$ cat src/rtl/rtc_shadow_ctrl.sv
module rtc_shadow_ctrl #(
  parameter int TICKS_PER_SEC = 32,
  parameter int COMMIT_CYCLES = 2
) (
  input  logic        clk,
  input  logic        rst_n,
  input  logic        rtc_rst_n,
  input  logic        tick,
  input  logic        bus_wr,
  input  logic [2:0]  bus_addr,
  input  logic [31:0] bus_wdata,
  output logic [31:0] bus_rdata
);
  localparam int TW = (TICKS_PER_SEC > 1) ? $clog2(TICKS_PER_SEC) : 1;
  localparam int BW = $clog2(COMMIT_CYCLES + 1);
  localparam logic [TW-1:0] TICK_LAST = TW'(TICKS_PER_SEC - 1);
  localparam logic [2:0] A_CTRL = 3'd0, A_STAT = 3'd1, A_SEC = 3'd2,
                         A_MIN = 3'd3, A_HOUR = 3'd4, A_TICK = 3'd5;

  logic          rd_q, wr_q;
  logic [BW-1:0] busy_cnt;
  logic [2:0]    dirty;
  logic [5:0]    sh_sec, sh_min;
  logic [4:0]    sh_hour;
  logic [TW-1:0] sh_tick;
  logic [TW-1:0] tk;
  logic [5:0]    sec, mn;
  logic [4:0]    hr;
  logic          unused_hi;

  assign unused_hi = ^bus_wdata[31:6];

  wire busy    = busy_cnt != '0;
  wire ctrl_wr = bus_wr && bus_addr == A_CTRL;
  wire set_rd  = ctrl_wr && bus_wdata[0] && !rd_q && !wr_q && !busy;
  wire set_wr  = ctrl_wr && bus_wdata[1] && !wr_q && !rd_q && !busy && !bus_wdata[0];
  wire commit  = ctrl_wr && wr_q && !bus_wdata[1];
  wire stg_wr  = bus_wr && wr_q && (bus_addr == A_SEC || bus_addr == A_MIN || bus_addr == A_HOUR);

  wire sec_load = commit && dirty[0];
  wire tk_wrap  = tick && tk == TICK_LAST && !sec_load;
  wire sec_wrap = tk_wrap && sec == 6'd59;
  wire min_wrap = sec_wrap && mn == 6'd59;

  always_ff @(posedge clk or negedge rst_n) begin
    if (!rst_n) begin
      rd_q     <= 1'b0;
      wr_q     <= 1'b0;
      busy_cnt <= '0;
      dirty    <= '0;
      sh_sec   <= '0;
      sh_min   <= '0;
      sh_hour  <= '0;
      sh_tick  <= '0;
    end else begin
      if (ctrl_wr) begin
        rd_q <= rd_q ? bus_wdata[0] : set_rd;
        wr_q <= wr_q ? bus_wdata[1] : set_wr;
      end
      if (commit)    busy_cnt <= BW'(COMMIT_CYCLES);
      else if (busy) busy_cnt <= busy_cnt - 1'b1;
      if (commit || set_wr) dirty <= '0;
      else if (stg_wr)      dirty[bus_addr - A_SEC] <= 1'b1;
      if (set_rd) begin
        sh_sec  <= sec;
        sh_min  <= mn;
        sh_hour <= hr;
        sh_tick <= tk;
      end else if (stg_wr) begin
        case (bus_addr)
          A_SEC:   sh_sec  <= bus_wdata[5:0];
          A_MIN:   sh_min  <= bus_wdata[5:0];
          default: sh_hour <= bus_wdata[4:0];
        endcase
      end
    end
  end

  always_ff @(posedge clk or negedge rtc_rst_n) begin
    if (!rtc_rst_n) begin
      tk  <= '0;
      sec <= '0;
      mn  <= '0;
      hr  <= '0;
    end else begin
      if (sec_load)  tk <= '0;
      else if (tick) tk <= (tk == TICK_LAST) ? '0 : tk + 1'b1;

      if (sec_load)     sec <= sh_sec;
      else if (tk_wrap) sec <= (sec == 6'd59) ? 6'd0 : sec + 6'd1;

      if (commit && dirty[1]) mn <= sh_min;
      else if (sec_wrap)      mn <= (mn == 6'd59) ? 6'd0 : mn + 6'd1;

      if (commit && dirty[2]) hr <= sh_hour;
      else if (min_wrap)      hr <= (hr == 5'd23) ? 5'd0 : hr + 5'd1;
    end
  end

  always_comb begin
    case (bus_addr)
      A_CTRL:  bus_rdata = {30'd0, wr_q, rd_q};
      A_STAT:  bus_rdata = {31'd0, busy};
      A_SEC:   bus_rdata = {26'd0, sh_sec};
      A_MIN:   bus_rdata = {26'd0, sh_min};
      A_HOUR:  bus_rdata = {27'd0, sh_hour};
      A_TICK:  bus_rdata = 32'(sh_tick);
      default: bus_rdata = '0;
    endcase
  end
endmodule

$ cat config.mk
export PLATFORM = sky130hd
export DESIGN_NAME = rtc_shadow_ctrl
export DESIGN_NICKNAME = d
export VERILOG_FILES = /design/src/rtl/rtc_shadow_ctrl.sv
export SDC_FILE = /design/constraint.sdc
export NUM_CORES = 1
export LEC_CHECK = 0
export BUFFER_PORTS_ARGS = -buffer_cell sky130_fd_sc_hd__buf_2
export CAP_MARGIN = 5
export CELL_PAD_IN_SITES_DETAIL_PLACEMENT = 1
export CELL_PAD_IN_SITES_GLOBAL_PLACEMENT = 1
export CORE_UTILIZATION = 41
export DETAILED_ROUTE_END_ITERATION = 10
export GPL_TIMING_DRIVEN = 0
export PLACE_DENSITY = 0.91
export SYNTH_ARGS = -nofsm -noshare
export SYNTH_HDL_FRONTEND = slang
export SYNTH_SLANG_ARGS = --single-unit
$ cat constraint.sdc
create_clock -name clk -period 2.51 [get_ports clk]
set_clock_uncertainty 0.2 [all_clocks]
set_input_delay 0.502 -clock clk [delete_from_list [all_inputs] [get_ports clk]]
set_output_delay 0.502 -clock clk [all_outputs]
set_load 0.03 [all_outputs]
==> flow_metrics.py <==
metrics = {
    "outcome": {
        "status": "finished clean",
    },
    "yosys": {
        "ys_seq_elements": 51,
        "synth_area_leaders": "dfrtp_1 40%, mux2i_1 7.5%, buf_4 6.1%, a21oi_1 5.0%, nor2_1 4.6%",
        "postSynth.asyncResetShare_pct": 100,
        "yosysTopAreaCellShare_pct": 39.7,
        "yosysSeqAreaShare_pct": 39.7,
        "synth_ff_type": "dfrtp_1",
        "syn_avg_cell_area_um2": 9.22,
        "postSynthCellCount": 349,
        "synth_cell_type_count": 59,
        "synth_edf_count": 0,
        "ys_warn_count": 0,
        "syn_area_um2": 3220,
        "yosysTopAreaCell": "dfrtp_1",
    },
    "finish": {
        "nNetsFinal": 449,
        "antenna_cells": 0,
        "fillers": 878,
        "area_delta_synth_final_pct": 14.8,
        "layout-drive-gt1-share_pct": 22.8,
    },
    "worst_setup_path": {
        "cp-end-kind": "output pin",
        "path_max_fanout": 10,
        "crit_end": "bus_rdata[4]",
        "critPathKind": "primary input to output pin",
        "worstRegToRegCells": 7,
        "cp.required_ps": 1810,
        "worst-r2r-setup-slack_ps": 80,
        "cp_cell_sequence": "buf_2 -> clkbuf_4 -> mux2_2 -> a22oi_1 -> a21oi_2 -> buf_4",
        "start_kind": "primary input",
        "crit_slowest_cell": "mux2_2",
        "r2r_start": "tk[1]",
        "rr_endpoint": "hr[4]",
        "cp_data_arrival_time_ps": 1780,
        "startpoint": "bus_addr[0]",
        "cp_slowest_stage_delay_ps": 350,
    },
    "power": {
        "p_int_mw": 1.74,
        "p_leak_nw": 1.82,
        "vdd_drop_max_uv": 326,
        "p_comb_share_pct": 32.4,
        "power.density_nw_per_um2": 751,
        "pwr-share-clk_pct": 17.5,
        "sw_frac_of_total_pct": 37.4,
        "seqPwrFrac_pct": 50.0,
        "switchingPower_mw": 1.04,
    },
    "global_route": {
        "grt_max_degree": 30,
        "grt_pass1_wl_mm": 15.0,
        "grt_pass1_vias": 2935,
        "grt_antenna_before_repair": 0,
        "grt.overflow.total": 0,
        "track_usage_pct": 23.1,
    },
    "cts": {
        "cts_tree": "built",
        "clk_pin_slew_ps": 90,
        "clock-sinks": 51,
        "cts_max_path_buffers": 2,
        "numCtsBuffers": 5,
        "h-tree-depth": 2,
        "insertion_delay_ps": 310,
        "cts_root_buf": "clkbuf_8",
    },
    "sta": {
        "hold_viol_final": 0,
        "max_freq_mhz": 403,
        "period_minus_slack_ps": 2480,
        "relSlewSlack_pct": 53.9,
        "worst_slew_pin_slew_ps": 691,
        "post-route-period-util_pct": 98.9,
        "setup_viol": 0,
        "setup_slack_ps": 28.8,
        "drv_slew": 0,
        "fin_tns_setup_ps": 0,
    },
    "floorplanning": {
        "fp.dieW_um": 90.6,
        "num_io_pins": 72,
        "rows": 31,
        "start_util_pct": 43.4,
        "fp.coreArea_um2": 7410,
        "dieArea_um2": 8200,
        "die_y_um": 90.6,
    },
    "detailed_routing": {
        "via_per_inst": 5.48,
        "first_iter_violations": 182,
        "vias": 2734,
        "routed_wl_mm": 9.00,
        "drt_pre_antenna_iters": 4,
        "drc_errors": 0,
        "wl_per_cell_um": 18.0,
        "antenna_left": 0,
    },
    "min_path": {
        "hold_class": "primary input to asynchronous set/reset pin",
    },
    "flow_run": {
        "maxCapViolations": 0,
    },
    "placed_design": {
        "gp_congestion": 0.904,
        "pre_cts_slack_ps": -206,
        "dpl.hpwl_mm": 6.76,
        "io_buffer_count": 17,
    },
}
## layout make-up
class	instances	area (µm²)	share of cell area [%]
Clock inverter	1	5.00	0.136
Multi-Input combinational cell	273	1770	47.9
Timing Repair Buffer	20	120	3.25
Clock buffer	6	82.6	2.24
Sequential cell	51	1280	34.6
Tap cell	99	124	3.35
Buffer	40	283	7.66
Inverter	9	33.8	0.915
## cell usage in the layout (no fill, tap or decap), drive strengths merged, types with 4 or more instances in the layout
| cell | n |
|---|---|
| a21oi | 32 |
| a22oi | 5 |
| a31oi | 9 |
| and2 | 5 |
| and3 | 5 |
| buf | 53 |
| clkbuf | 12 |
| conb | 26 |
| dfrtp | 51 |
| ha | 9 |
| inv | 9 |
| mux2 | 8 |
| mux2i | 24 |
| nand2 | 24 |
| nand3 | 8 |
| nor2 | 39 |
| nor2b | 4 |
| nor3 | 7 |
| o21ai | 17 |
| or3 | 5 |
## power groups by stage
stage               Clock [mW]  Sequential, mW  Combinational [mW]
global placement             0            1.36               0.786
floorplan                    0            1.27               0.665
finish                   0.487            1.39               0.900
global route             0.530            1.42                1.00
detailed placement           0            1.38               0.857
CTS                      0.500            1.36               0.879
## metrics by stage
| stage | std cells | hold WS [ps] | util, % | total power [mW] | instance area, µm² |
|---|---|---|---|---|---|
| finish | 499 | 26.7 | 49.8 | 2.77 | 3690 |
| global route | 499 | 93.2 | 49.8 | 2.95 | 3690 |
| CTS | 499 | 55.0 | 49.3 | 2.74 | 3650 |
| detailed placement | 490 | 283 | 47.5 | 2.24 | 3520 |
| global placement | 490 | 273 | 47.5 | 2.15 | 3520 |
| floorplan | 374 | 6.41 | - | 1.94 | 3310 |
## cell usage after synthesis (2+ instances only)
master / count
ha_1: 9
a31oi_1: 9
mux2i_1: 24
or2_2: 2
or3_2: 3
or4_1: 2
nand3_1: 8
nor2_1: 39
a211oi_1: 3
nand4b_1: 3
nor3_1: 6
clkbuf_1: 7
nor2b_1: 4
and3_1: 5
o21ai_0: 17
mux2_2: 8
inv_1: 9
buf_4: 26
buf_6: 3
o21a_1: 3
nand4_1: 2
nand3b_1: 2
dfrtp_1: 51
nor4_1: 2
a221o_1: 2
buf_2: 5
nand2_1: 24
a21oi_1: 32
or3_1: 2
a22oi_1: 5
and2_1: 4
## critical path: cells and delay by family
family / cells / cell delay, ps
AO/OA/AOI/OAI: 2 / 340
buffers and inverters: 3 / 590
multiplexers: 1 / 350
## registers in the layout, summed over array words and instances (netlist names)
register / cells
hr: 5
mn: 6
sec: 6
tk: 5
sh_min: 6
rd_q: 1
wr_q: 1
sh_tick: 5
busy_cnt: 2
sh_hour: 5
sh_sec: 6
dirty: 3
## layer usage
metal / routed length [µm] / vias to the layer above / global-route usage (%)
met5: 0 / - / 0
met4: 24 / 0 / 2.96
met3: 186 / 5 / 3.62
met2: 4670 / 33 / 40.3
met1: 4120 / 1386 / 30.8
li1: - / 1310 / -
## kinds of logic (layout without fill, tap and decap cells)
logic type / count (synthesis) / in the layout / synth area share, %
and+or+nand+nor: 119 / 119 / 19.3
AOI/OAI and AO/OA: 86 / 86 / 17.1
DFF: 51 / 51 / 39.7
buffers and inverters: 50 / 76 / 9.76
muxes: 32 / 32 / 10.3
adders and majority gates: 9 / 9 / 3.50
other: 1 / 26 / 0.117
xor gates and xnor gates: 1 / 1 / 0.272
## how the worst min path moves through the flow
stage	start	end	slack, ps	cells past startpoint
after floorplan	rst_n	busy_cnt[0]	6	0
after global placement	busy_cnt[1]	busy_cnt[1]	270	1
after detailed placement	dirty[1]	dirty[1]	280	1
after CTS	rst_n	sh_min[3]	60	1
after global routing	rst_n	busy_cnt[1]	90	1
final	rst_n	busy_cnt[0]	30	1
## repair_timing
item,in CTS,in global routing
gates resized for setup,10,18
buffers inserted,1,1
hold buffers,1,0
endpoints found under the setup margin,11,20
hold endpoints to repair,22,0
pin swaps,1,1
(Power assumes the default switching activity.)
